==> config.mk <==
export PLATFORM = sky130hd
export DESIGN_NAME = seg_line_capture
export DESIGN_NICKNAME = d
export VERILOG_FILES = /design/src/rtl/seg_cap_pkg.sv /design/src/rtl/seg_cap_gate.sv /design/src/rtl/seg_cap_edge.sv /design/src/rtl/seg_cap_beat_cnt.sv /design/src/rtl/seg_cap_reg.sv /design/src/rtl/seg_line_capture.sv
export SDC_FILE = /design/constraint.sdc
export NUM_CORES = 1
export LEC_CHECK = 0
export ABC_CLOCK_PERIOD_IN_PS = 3800
export BUFFER_PORTS_ARGS = -buffer_cell sky130_fd_sc_hd__buf_4
export CAP_MARGIN = 10
export CORE_MARGIN = 2
export CORE_UTILIZATION = 55
export CTS_CLUSTER_SIZE = 14
export DETAILED_ROUTE_END_ITERATION = 8
export GPL_TIMING_DRIVEN = 1
export PLACE_DENSITY_LB_ADDON = 0.25
export SLEW_MARGIN = 0
export SYNTH_ARGS = -nofsm -noshare
export SYNTH_HDL_FRONTEND = slang
export SYNTH_SLANG_ARGS = --single-unit
==> constraint.sdc <==
create_clock -name clk -period 3.8 [get_ports clk]
set_clock_uncertainty 0.2 [all_clocks]
set_input_delay 0.57 -clock clk [delete_from_list [all_inputs] [get_ports clk]]
set_output_delay 0.57 -clock clk [all_outputs]
set_load 0.01 [all_outputs]
==> src/rtl/seg_cap_pkg.sv <==
package seg_cap_pkg;

    typedef enum logic [1:0] {
        ST_WAIT = 2'd0,
        ST_FILL = 2'd1,
        ST_FULL = 2'd2
    } cap_state_e;

endpackage

==> src/rtl/seg_cap_gate.sv <==
// Power-save gate: while the block is disabled the shift clock and data
// bus seen by the capture logic are held at zero.
module seg_cap_gate #(
    parameter int BUS_W = 4
) (
    input  logic             en_in_n,
    input  logic             shift_clk,
    input  logic [BUS_W-1:0] data_in,
    output logic             sclk_g,
    output logic [BUS_W-1:0] bus_g
);

    always_comb begin
        if (en_in_n) begin
            sclk_g = 1'b0;
            bus_g  = '0;
        end else begin
            sclk_g = shift_clk;
            bus_g  = data_in;
        end
    end

endmodule

==> src/rtl/seg_cap_edge.sv <==
// Samples a level each clock and reports rising and falling transitions.
module seg_cap_edge (
    input  logic clk,
    input  logic rst_n,
    input  logic level,
    output logic rise,
    output logic fall
);

    logic level_q;

    always_ff @(posedge clk or negedge rst_n) begin
        if (!rst_n) begin
            level_q <= 1'b0;
        end else begin
            level_q <= level;
        end
    end

    always_comb begin
        rise = level & ~level_q;
        fall = ~level & level_q;
    end

endmodule

==> src/rtl/seg_cap_beat_cnt.sv <==
// Beat index within the line; saturates at the last beat.
module seg_cap_beat_cnt #(
    parameter int BEATS = 20,
    localparam int CW   = (BEATS > 1) ? $clog2(BEATS) : 1
) (
    input  logic          clk,
    input  logic          rst_n,
    input  logic          clr,
    input  logic          inc,
    output logic [CW-1:0] idx,
    output logic          last
);

    localparam logic [CW-1:0] LAST_IDX = CW'(BEATS - 1);

    logic [CW-1:0] idx_q;

    always_ff @(posedge clk or negedge rst_n) begin
        if (!rst_n) begin
            idx_q <= '0;
        end else if (clr) begin
            idx_q <= '0;
        end else if (inc && (idx_q != LAST_IDX)) begin
            idx_q <= idx_q + 1'b1;
        end
    end

    always_comb begin
        idx  = idx_q;
        last = (idx_q == LAST_IDX);
    end

endmodule

==> src/rtl/seg_cap_reg.sv <==
// Line register split into beat-wide slots; each slot decodes its own
// write strobe for the forward and mirrored fill orders.
module seg_cap_reg #(
    parameter int LINE_BITS = 80,
    parameter int BUS_W     = 4,
    localparam int BEATS    = LINE_BITS / BUS_W,
    localparam int CW       = (BEATS > 1) ? $clog2(BEATS) : 1
) (
    input  logic                 clk,
    input  logic                 rst_n,
    input  logic                 wr,
    input  logic                 rev,
    input  logic [CW-1:0]        idx,
    input  logic [BUS_W-1:0]     nib,
    output logic [LINE_BITS-1:0] line
);

    logic [BUS_W-1:0] nib_mir;

    for (genvar b = 0; b < BUS_W; b++) begin : g_mir
        assign nib_mir[b] = nib[BUS_W-1-b];
    end

    for (genvar s = 0; s < BEATS; s++) begin : g_slot
        logic [BUS_W-1:0] slot_q;
        logic             hit_fwd;
        logic             hit_rev;

        assign hit_fwd = wr && !rev && (idx == CW'(s));
        assign hit_rev = wr &&  rev && (idx == CW'(BEATS - 1 - s));

        always_ff @(posedge clk or negedge rst_n) begin
            if (!rst_n) begin
                slot_q <= '0;
            end else if (hit_fwd) begin
                slot_q <= nib;
            end else if (hit_rev) begin
                slot_q <= nib_mir;
            end
        end

        assign line[s*BUS_W +: BUS_W] = slot_q;
    end

endmodule

==> src/rtl/seg_line_capture.sv <==
module seg_line_capture
    import seg_cap_pkg::*;
#(
    parameter int LINE_BITS = 80,
    parameter int BUS_W     = 4
) (
    input  logic                 clk,
    input  logic                 rst_n,
    input  logic                 en_in_n,
    input  logic                 shift_clk,
    input  logic [BUS_W-1:0]     data_in,
    input  logic                 dir_rev,
    input  logic                 line_pulse,
    output logic                 en_out_n,
    output logic [LINE_BITS-1:0] line_data
);

    localparam int BEATS = LINE_BITS / BUS_W;
    localparam int CW    = (BEATS > 1) ? $clog2(BEATS) : 1;

    cap_state_e       state_q;
    cap_state_e       state_nx;
    logic             sclk_g;
    logic [BUS_W-1:0] bus_g;
    logic             beat_rise;
    logic             beat_fall_unused;
    logic             lp_rise_unused;
    logic             lp_fall;
    logic             accept;
    logic [CW-1:0]    beat_idx;
    logic             beat_last;

    seg_cap_gate #(.BUS_W(BUS_W)) gate_i (
        .en_in_n   (en_in_n),
        .shift_clk (shift_clk),
        .data_in   (data_in),
        .sclk_g    (sclk_g),
        .bus_g     (bus_g)
    );

    seg_cap_edge sclk_edge_i (
        .clk   (clk),
        .rst_n (rst_n),
        .level (sclk_g),
        .rise  (beat_rise),
        .fall  (beat_fall_unused)
    );

    seg_cap_edge lp_edge_i (
        .clk   (clk),
        .rst_n (rst_n),
        .level (line_pulse),
        .rise  (lp_rise_unused),
        .fall  (lp_fall)
    );

    seg_cap_beat_cnt #(.BEATS(BEATS)) cnt_i (
        .clk   (clk),
        .rst_n (rst_n),
        .clr   (lp_fall),
        .inc   (accept),
        .idx   (beat_idx),
        .last  (beat_last)
    );

    seg_cap_reg #(.LINE_BITS(LINE_BITS), .BUS_W(BUS_W)) reg_i (
        .clk   (clk),
        .rst_n (rst_n),
        .wr    (accept),
        .rev   (dir_rev),
        .idx   (beat_idx),
        .nib   (bus_g),
        .line  (line_data)
    );

    // State register
    always_ff @(posedge clk or negedge rst_n) begin
        if (!rst_n) begin
            state_q <= ST_WAIT;
        end else begin
            state_q <= state_nx;
        end
    end

    // Next state: line_end overrides everything
    always_comb begin
        state_nx = state_q;
        if (lp_fall) begin
            state_nx = ST_WAIT;
        end else begin
            unique case (state_q)
                ST_WAIT: if (accept) state_nx = beat_last ? ST_FULL : ST_FILL;
                ST_FILL: if (accept && beat_last) state_nx = ST_FULL;
                ST_FULL: state_nx = ST_FULL;
                default: state_nx = ST_WAIT;
            endcase
        end
    end

    // Outputs and strobes
    always_comb begin
        accept   = beat_rise && !lp_fall && (state_q != ST_FULL);
        en_out_n = (state_q != ST_FULL);
    end

endmodule

== After elaboration in Yosys (flattened, before gate mapping) ==
Index checks and enable logic that the tools add are counted.

* Register bits after elaboration: 89
* Word-level logic and storage cells: 175

* Equality and inequality tests: 25
* Add/sub/neg operators: 1
* Bitwise logic cells: 4
* Multiplexer cells: 49
* Reductions and logical operators: 72

{| class="wikitable"
|+ Operators with widths
! cell !! number
|-
| 4-bit 2-to-1 mux || 41
|-
| 1-bit logical AND || 46
|-
| 2-bit nonzero test || 21
|-
| 5-bit by 4-bit == test with 1-bit output, second input constant || 8
|-
| 5-bit by 3-bit == test with 1-bit output, second input constant || 4
|-
| 5-bit == test, second input constant || 4
|-
| 5-bit by 2-bit == test with 1-bit output, second input constant || 2
|-
| 5-bit 2-to-1 mux || 2
|-
| 2-bit 2-to-1 mux || 4
|-
| 3-bit != test, second input constant || 2
|-
| 2-bit one-hot mux with 3 select lines || 1
|-
| 5-bit by 1-bit adder with 5-bit output, second input constant || 1
|-
| 5-bit by 1-bit == test with 1-bit output, second input constant || 1
|-
| 5-bit logical NOT || 1
|-
| 5-bit != test, second input constant || 1
|-
| 1-bit AND || 2
|-
| 2-bit by 1-bit == test with 1-bit output, second input constant || 1
|-
| 2-bit == test, second input constant || 1
|-
| 1-bit logical NOT || 2
|-
| 2-bit logical NOT || 1
|-
| 2-bit != test, second input constant || 1
|-
| 1-bit inverter || 2
|-
| 2-bit AND reduction || 1
|-
| 1-bit 2-to-1 mux || 1
|}

== Longest topological paths before layout ==
Gate-level depths: netlist of run 1.

* Word-level depth: 9
* Depth in mapped cells: 9

== Modules after synthesis ==
A second synthesis of run 1 with hierarchy kept.

* Cell total of the unflattened synthesis: 514
* Area, all modules: 4987.3 um2

{| class="wikitable"
|+ Modules (own cells, without submodules)
! module !! cells each !! area each (um2) !! sequential area each (um2) !! times used
|-
| seg_cap_reg || 459 || 4401.7 || 2001.9 || 1
|-
| seg_cap_beat_cnt || 24 || 275.3 || 125.1 || 1
|-
| seg_line_capture || 20 || 198.9 || 50.0 || 1
|-
| seg_cap_edge || 3 || 40.0 || 25.0 || 2
|-
| seg_cap_gate || 5 || 31.3 || 0.0 || 1
|}

== Least setup slack after synthesis of run 1 ==
Ideal clock, no wire load.

* Path kind: register -> register
* From: register state_q[0]
* To: register reg_i.g_slot[3].slot_q[1]
* Arrival time: 2282 ps
* Slack: 1194 ps
* Setup time: 125 ps
* Buffers on the path: 1
* Cell stages (with the launch flop): 8
* Cell sequence: dfrtp_1 -> inv_1 -> ha_1 -> or4b_4 -> or4_1 -> clkbuf_1 -> mux2i_1 -> mux2_2

* Longest elaborated chain between the ends: 5
* Elaborated cells between the ends (all ways): 8
* Those cells by class: 1 x eq/ne; 1 x mux; 6 x reduce/logical

{| class="wikitable"
|+ RTL lines
! what !! line !! RTL
|-
| start: declaration || seg_line_capture.sv:21 || <nowiki>cap_state_e state_q;</nowiki>
|-
| start signal: assignment || seg_line_capture.sv:81 || <nowiki>state_q <= state_nx;</nowiki>
|-
| 2-bit != test (*) || seg_line_capture.sv:102 || <nowiki>accept = beat_rise && !lp_fall && (state_q != ST_FULL);</nowiki>
|-
| 1-bit logical AND (*) || seg_line_capture.sv:102 ||
|-
| 1-bit logical AND, on equally long branches (2 in series) || seg_cap_reg.sv:29, seg_cap_reg.sv:30 ||
|-
| 4-bit 2-to-1 mux or 2-bit nonzero test (tied branches) || n/a ||
|-
| end signal: assignment || seg_cap_reg.sv:36 || <nowiki>slot_q <= nib;</nowiki>
|-
| end signal: assignment || seg_cap_reg.sv:38 || <nowiki>slot_q <= nib_mir;</nowiki>
|-
| end: declaration || seg_cap_reg.sv:25 || <nowiki>logic [BUS_W-1:0] slot_q;</nowiki>
|}

Every way passes the cells marked *; elsewhere a longest branch is shown, timed or not.
A chain may end at the register's enable or synchronous reset.

== Final worst setup path of run 1 ==
* From: register state_q[0]
* To: register reg_i.g_slot[3].slot_q[0]

Same word-level chain as after synthesis.

==> summary.md, run 1 <==
| Metric | Value |
|---|---|
| Routed vias/inst | `5.86` |
| Final nets | `540` |
| Post-placement cell count | `620` |
| First-pass GRT wire length | `18900 um` |
| Post-DP HPWL | `7950 um` |
| Die width | `~100 um` |
| Max incr delay on CP | `about 700 ps` |
| Ys async rst share | `100%` |
| CTS resizes | `0` |
| CTS clk-pin slew, worst paths | `100 ps` |
| # fillers | `710` |
| RSZ-0062 raised after global routing | `false` |
| Kind of critical path | `reg2reg` |
| P per Cell Area | `just over 400 mW/mm^2` |
| Maximum fanout along the worst path | `14` |
| Post-Place Worst Slack | `949 ps` |
| Mux share of post-synthesis cell area | `28.8%` |
| Drt pass-1 iters | `4` |
| Slew @ Worst Pin | `734 ps` |
| CTS buffer count | `9` |
| Via count | `3735` |
| Vias in the first global route | `3629` |
| Worst Path Arrival | `2920 ps` |
| Crit. Startpoint | `state_q[0]` |
| Clk_lat worst skew | `roughly 370 ps` |
| IO buf count | `90` |
| Yosys cell types | `46` |
| Die Span Y | `100 um` |
| CP top delay family | `simple AND/OR/NAND/NOR gates` |
| H-tree levels | `3` |
| Number of synthesized flops with an enable pin | `0` |
| Period utilisation layout | `75.2%` |
| Post-Synth XOR/XNOR Area | `less than 1%` |
| Outcome | `complete, but fails checks` |
| Setup tns final | `0 ps` |
| DIE AREA | `0.0100 mm^2` |
| Synth Register Bits | `89` |
| Post-route minimum period | `between 2000 and 3000 ps` |
| Largest family of logic cells by synthesized area | `multiplexers` |
| Cells after Synth | `445` |
| R2r startpoint | `state_q[0]` |
| Crit-path cells | `inv_1 -> ha_1 -> or4b_4 -> or4_1 -> mux2i_1 -> mux2_2` |
| Leak | `roughly 3.2 nW` |
| Hold slack | `-27.8 ps` |
| Initial antenna violation count | `0` |
| Routed len/inst | `18.2 um` |
| Max Root-Sink Buffers | `2` |
| Worst path slowest cell | `or4b_4` |
| Final-report hold violation count | `14` |
| Root buf cell | `clkbuf_8` |
| Sequential area share after synthesis | `a little over two fifths` |
| Mapped Nets | `464` |
| Pins Over Slew Limit | `0` |
| CTS tree | `built` |
| Synth Area in Compound Gates | `roughly 6.0%` |
| Pin count of the biggest net entering global routing | `90` |
| Core area | `0.00911 mm^2` |
| VDD IR max | `0.000241 V` |
| Starting Density | `between 50 and 60%` |
| Req. time, crit path | `3860 ps` |
| Antenna Cells | `0` |
| Post-route ant nets | `0` |
| Fraction of layout cells with a size suffix above 1 | `35.9%` |
| Crit path buffers/inverters | `1` |
| Drt drc | `0` |
| CP startpoint kind | `flop` |
| Post-synthesis simple-gate area fraction | `approximately 15%` |
| Failing checks | `negative hold slack` |
| Largest area contributor in the netlist | `dfrtp_1` |
| Placer congestion estimate | `0.899` |
| Non-filler cells, final | `between 600 and 700` |
| Ports | `91` |
| Setup crit end kind | `flop` |
| DR iter-0 viols | `141` |
| Max Freq | `0.350 GHz` |
| Postcts setup bufs | `0` |
| Max_cap viols | `0` |
| Drt total wl | `11600 um` |
| FP Rows | `35` |
| Warnings from Yosys | `0` |
| Synth area leaders | `dfrtp_1, mux2i_1, mux2_2, o21ai_0, ha_1` |
| Hold crit path type | `in2async` |
| Post-CTS Hold Fix Bufs | `0` |
| Worst slew margin | `50.9%` |
| Synth top area share | `43.8%` |
| Setup ws final | `943 ps` |
| Area growth syn-to-layout | `19.1%` |
| Mapped Area | `between 0.005 and 0.006 mm^2` |
| Setup violators final | `0` |
| Clock Sinks | `89` |
| Top FF cell, synth | `dfrtp_1` |
| Synth Area per Inst | `11.4 um^2` |
| GR Overflow Total | `0` |
| Synth Area in Adders | `about 2.2%` |
| Gr usage total | `23.8%` |
final cells by class:
type | count | area [um^2] | share of cell area (%)
tap | 111 | 139 | 2.29
clock inverter | 7 | 76.3 | 1.26
clock buffer | 9 | 124 | 2.04
multi-input combinational | 315 | 2700 | 44.6
timing repair buffer | 99 | 763 | 12.6
inverter | 7 | 26.3 | 0.434
sequential | 89 | 2230 | 36.8
cell usage after synthesis (all sizes together) (2+ instances only):
library cell / n
mux2: 57
o21a: 3
or4: 2
a31o: 2
clkbuf: 26
nor4: 5
inv: 7
mux2i: 82
dfrtp: 89
nand2b: 9
o2111ai: 5
a21boi: 3
nor2b: 10
nor3: 5
a221o: 2
xor2: 2
o22ai: 2
ha: 9
nor2: 11
nand2: 22
or3b: 2
o21ai: 24
buf: 8
nand3: 3
and3b: 7
and3: 6
or3: 2
nand4: 16
nand3b: 2
nor3b: 10
logic make-up (layout without fill, tap and decap cells):
kind of cell,count (synthesis),after routing
mux,139,139
simple gates,118,118
flops,89,89
compound gates,46,46
buf+inv,41,122
fa+ha+maj,9,9
xor+xnor,3,3
worst reg2reg max path, cell delays in order, from the launching register on:
cell and delay [ps]:
dfrtp_1 390, inv_1 90, ha_1 240, or4b_4 700, or4_1 690, mux2i_1 170, mux2_2 290
where the power goes:
part	switching [mW]	leakage (nW)	internal [mW]
logic	0.345	1.86	0.325
clock network	0.367	0.0966	0.310
registers	0.0783	1.22	1.07
placed cells by master, fill, tap and decap left out, types with 10 or more instances in the layout:
master   count
mux2_2      57
nand4_1     16
buf_4       98
nor2_1      11
nor3b_1     10
nand2_1     22
mux2i_1     82
o21ai_0     24
dfrtp_1     89
registers in the layout (all words and copies together), names as in the netlist:
name                 count
sclk_edge_i.level_q      1
state_q                  2
lp_edge_i.level_q        1
cnt_i.idx                5
reg_i.g_slot.slot_q     80
stage by stage:
stage	hold WS (ps)	area, um^2	utilization (%)	total power [mW]
4_1_cts	127	6030	66.2	2.50
2_1_floorplan	74.4	5090	-	1.54
6_report	-27.8	6060	66.5	2.49
3_3_place_gp	265	5830	64.0	1.82
5_1_grt	18.0	6060	66.5	2.62
3_5_place_dp	273	5830	64.0	1.83
per-layer routing:
| layer | GRT usage, % | part of all wire (%) | wire, um |
|---|---|---|---|
| met2 | 37.9 | 47 | 5490 |
| met4 | 9.06 | 2.2 | 251 |
| met3 | 3.62 | 4.0 | 460 |
| met5 | 0 | 0 | 0 |
| met1 | 33.1 | 46 | 5390 |
final timing paths:
kind / endpoint / slack, ps / cells after the start
min in group clk: lp_edge_i.level_q / 130 / 1
max reg2reg: reg_i.g_slot[3].slot_q[0] / 940 / 6
max in group asynchronous: reg_i.g_slot[3].slot_q[1] / 2780 / 2
max: reg_i.g_slot[3].slot_q[0] / 940 / 6
min: reg_i.g_slot[8].slot_q[3] / -30 / 1
min reg2reg: reg_i.g_slot[8].slot_q[0] / 290 / 2
(Power assumes the default switching activity.)
==> run 2: changes to the inputs <==
--- a/config.mk
+++ b/config.mk
@@ -5,7 +5,8 @@
 export SDC_FILE = /design/constraint.sdc
 export NUM_CORES = 1
 export LEC_CHECK = 0
-export ABC_CLOCK_PERIOD_IN_PS = 3800
+export ABC_AREA = 1
+export ABC_CLOCK_PERIOD_IN_PS = 2900
 export BUFFER_PORTS_ARGS = -buffer_cell sky130_fd_sc_hd__buf_4
 export CAP_MARGIN = 10
 export CORE_MARGIN = 2
==> constraint.sdc (replaced) <==
create_clock -name clk -period 2.9 [get_ports clk]
set_clock_uncertainty 0.2 [all_clocks]
set_input_delay 0.435 -clock clk [delete_from_list [all_inputs] [get_ports clk]]
set_output_delay 0.435 -clock clk [all_outputs]
set_load 0.01 [all_outputs]
==> run 2 against run 1 <==
The flow now finishes without violations. Non-clock buffer count is 1 higher. Routed wire length is 12% higher. Synthesized cell count is 69% higher. Worst hold slack better by 140 ps. Worst setup slack worse by 440 ps. Sequential power is 30% higher. Critical endpoint is now reg_i.g_slot[15].slot_q[0].
==> summary.md, run 2 <==
| Metric | Value |
|---|---|
| Yosys cell types | `19 (-59%)` |
| Crit path buffers/inverters | `4 (+3)` |
| Synth area leaders | `dfrtp_1, nand2_1, nand3_1, nand2_2, ha_1` |
| Starting Density | `56.0% (+0.21 points)` |
| Die width | `101 um (+0.41%)` |
| Outcome | `finished, final reports clean` |
| Setup tns final | `0 ps (unchanged)` |
| Period utilisation layout | `82.5%` |
| Max Freq | `0.418 GHz` |
| Via count | `5261 (+41%)` |
| Final nets | `856 (+59%)` |
| Setup crit end kind | `flop` |
| Area of the multi-input gates | `0.00270 mm^2 (about the same)` |
| Post-route minimum period | `around 2400 ps` |
| CTS buffer count | `9 (unchanged)` |
| Clock Sinks | `89 (unchanged)` |
| Most frequent cells in the layout | `nand2_1, nand3_1, buf_4` |
| Placer congestion estimate | `0.948 (+5.5%)` |
| Sequential Area | `0.00223 mm^2 (unchanged)` |
| IO buf count | `90 (unchanged)` |
| Number of synthesized flops with an enable pin | `0 (unchanged)` |
| Post-route ant nets | `0 (unchanged)` |
| Leak | `3.63 nW (+14%)` |
| Vias in the first global route | `4744 (+31%)` |
| Max_cap viols | `0 (unchanged)` |
| Cell with the most instances after synthesis | `nand2_1` |
| Synth Area per Inst | `6.80 um^2 (-40%)` |
| Drt drc | `0 (unchanged)` |
| CTS clk-pin slew, worst paths | `100 ps (about the same)` |
| Most common cell after layout, fill and taps aside | `nand2_1` |
| Post-Place Worst Slack | `617 ps (-332 ps)` |
| Setup ws final | `507 ps (-437 ps)` |
| Cells on worst reg2reg path | `11 (+5)` |
| Hold wc startpoint | `shift_clk` |
| Gr usage total | `26.3% (+2.5 points)` |
| Post-DP HPWL | `9000 um (+13%)` |
| Synth Register Bits | `89 (unchanged)` |
| Routed wl met3 | `691 um (+50%)` |
| Slew @ Worst Pin | `585 ps (-148 ps)` |
| CTS tree | `built` |
| Biggest register | `reg_i.g_slot.slot_q` |
| CP startpoint kind | `input port` |
| Ports | `91 (unchanged)` |
| Hold path depth | `3` |
| Most common cell on crit path | `nand2_1` |
| DR top layer | `met4` |
| GR Overflow Total | `0 (unchanged)` |
| Root buf cell | `clkbuf_8` |
| # fillers | `777 (+9.4%)` |
| Top FF cell, synth | `dfrtp_1` |
| Die Span Y | `101 um (+0.41%)` |
| Post-synth top cells | `nand2_1, nand3_1, dfrtp_1` |
| Area growth syn-to-layout | `19.7%` |
| R2r startpoint | `state_q[0]` |
| P per Cell Area | `522 mW/mm^2 (+27%)` |
| Hold Crit Endpoint | `sclk_edge_i.level_q` |
| Worst Path Arrival | `2440 ps (-480 ps)` |
| VDD IR max | `0.000328 V (+36%)` |
| Mapped Area | `0.00513 mm^2 (+0.86%)` |
| Initial antenna violation count | `0 (unchanged)` |
| Mapped Nets | `773 (+67%)` |
| CP top delay family | `buffers and inverters` |
| Fraction of layout cells with a size suffix above 1 | `17.1% (-19 points)` |
| RR Endpoint | `reg_i.g_slot[15].slot_q[0]` |
| Crit-path cells | `dlygate4sd3_1 -> buf_4 -> inv_1 -> nand2_1 -> nand3_2 -> nor2_4 -> buf_4 -> nand2_2 -> nand2_1 -> nand2_1 -> nand2_1 -> nand2_1` |
| Max Root-Sink Buffers | `2 (unchanged)` |
| Cells after Synth | `754 (+69%)` |
| Clk_lat worst skew | `360 ps (about the same)` |
| Pin count of the biggest net entering global routing | `61 (-32%)` |
| DR iter-0 viols | `294 (+110%)` |
| First-pass GRT wire length | `21600 um (+15%)` |
| Sequential area share after synthesis | `43.4% (-0.37 points)` |
| Final-report hold violation count | `0 (-14)` |
| Worst slew margin | `61.0% (+10 points)` |
| Setup violators final | `0 (unchanged)` |
| Largest area contributor in the netlist | `dfrtp_1` |
| FP Rows | `35 (unchanged)` |
| Drt total wl | `13000 um (+12%)` |
| Max FFs per register | `80 (unchanged)` |
| Ys async rst share | `100% (unchanged)` |
| Kind of critical path | `in2reg` |
| RSZ-0062 raised after global routing | `false` |
| Routed len/inst | `13.6 um (-25%)` |
| Reg2Reg Setup Slack | `600 ps (-340 ps)` |
| Met1 WL | `5690 um (+5.5%)` |
| Maximum fanout along the worst path | `40 (+26)` |
| Worst path slowest cell | `dlygate4sd3_1` |
| Routed vias/inst | `5.52 (-5.8%)` |
| Core area | `0.00915 mm^2 (+0.48%)` |
| DIE AREA | `0.0101 mm^2 (+0.82%)` |
| Req. time, crit path | `2950 ps (-910 ps)` |
| Drt pass-1 iters | `7 (+3)` |
| H-tree levels | `3 (unchanged)` |
| Max incr delay on CP | `520 ps (-180 ps)` |
| Synth top area share | `43.4% (-0.37 points)` |
| Warnings from Yosys | `0 (unchanged)` |
| Hold crit path type | `in2reg` |
| Antenna Cells | `0 (unchanged)` |
| Routed wl met2 | `6250 um (+14%)` |
| Pins Over Slew Limit | `0 (unchanged)` |
run 2: power breakdown:
group          switching, mW  internal, mW
Sequential             0.104          1.39
Combinational          0.452         0.343
Clock                  0.467         0.450
Total                   1.02          2.18
run 2: how the worst max path moves through the flow:
stage,start,to,slack [ps],depth (start not counted)
floorplan,state_q[0],reg_i.g_slot[11].slot_q[0],1050,11
global placement,state_q[0],reg_i.g_slot[15].slot_q[3],730,11
detailed placement,state_q[0],reg_i.g_slot[9].slot_q[1],620,11
CTS,line_pulse,reg_i.g_slot[9].slot_q[1],510,12
global route,line_pulse,reg_i.g_slot[15].slot_q[3],290,12
finish,line_pulse,reg_i.g_slot[15].slot_q[0],510,12
run 2: per-layer routing:
metal | global-route usage (%) | up-vias
li1 | - | 2580
met1 | 34.5 | 2470
met2 | 43.9 | 175
met3 | 3.74 | 36
met4 | 11.2 | 0
met5 | 0 | -
run 2: area by class of cell:
cell class                      count  area share [%]
Tap cell                          111            2.26
Sequential cell                    89            36.3
Multi-Input combinational cell    616            44.0
Inverter                           21            1.28
Timing Repair Buffer              100            12.7
Clock inverter                      5            1.02
Clock buffer                       11            2.47
run 2: tightest hold or removal path, cell delays in order:
cell,delay (ps)
buf_4,100
inv_1,50
nor2_2,50
run 2: metrics by stage:
stage | std cells | power (mW) | cell area (um^2) | hold slack, ps | util (%)
floorplan | 754 | 1.94 | 5130 | -60.6 | -
CTS | 953 | 3.22 | 6140 | 109 | 67.1
detailed placement | 935 | 2.31 | 5910 | 274 | 64.5
finish | 953 | 3.21 | 6140 | 113 | 67.1
global placement | 935 | 2.28 | 5910 | 264 | 64.5
global route | 953 | 3.37 | 6140 | 124 | 67.1
run 2: logic make-up (layout without fill, tap and decap cells):
family	count (synthesis)	in the layout	synth area share, %
flops	89	89	43.4
buf+inv	49	137	4.12
simple gates	596	596	49.0
xor+xnor	2	2	0.342
fa+ha+maj	9	9	2.20
compound gates	9	9	0.903
run 2: what timing repair did:
| item | CTS | global route |
|---|---|---|
| hold buffers | 2 | 0 |
| endpoints found under the hold margin | 44 | 0 |
| buffers inserted | 0 | 0 |
| resized for setup | 0 | 0 |
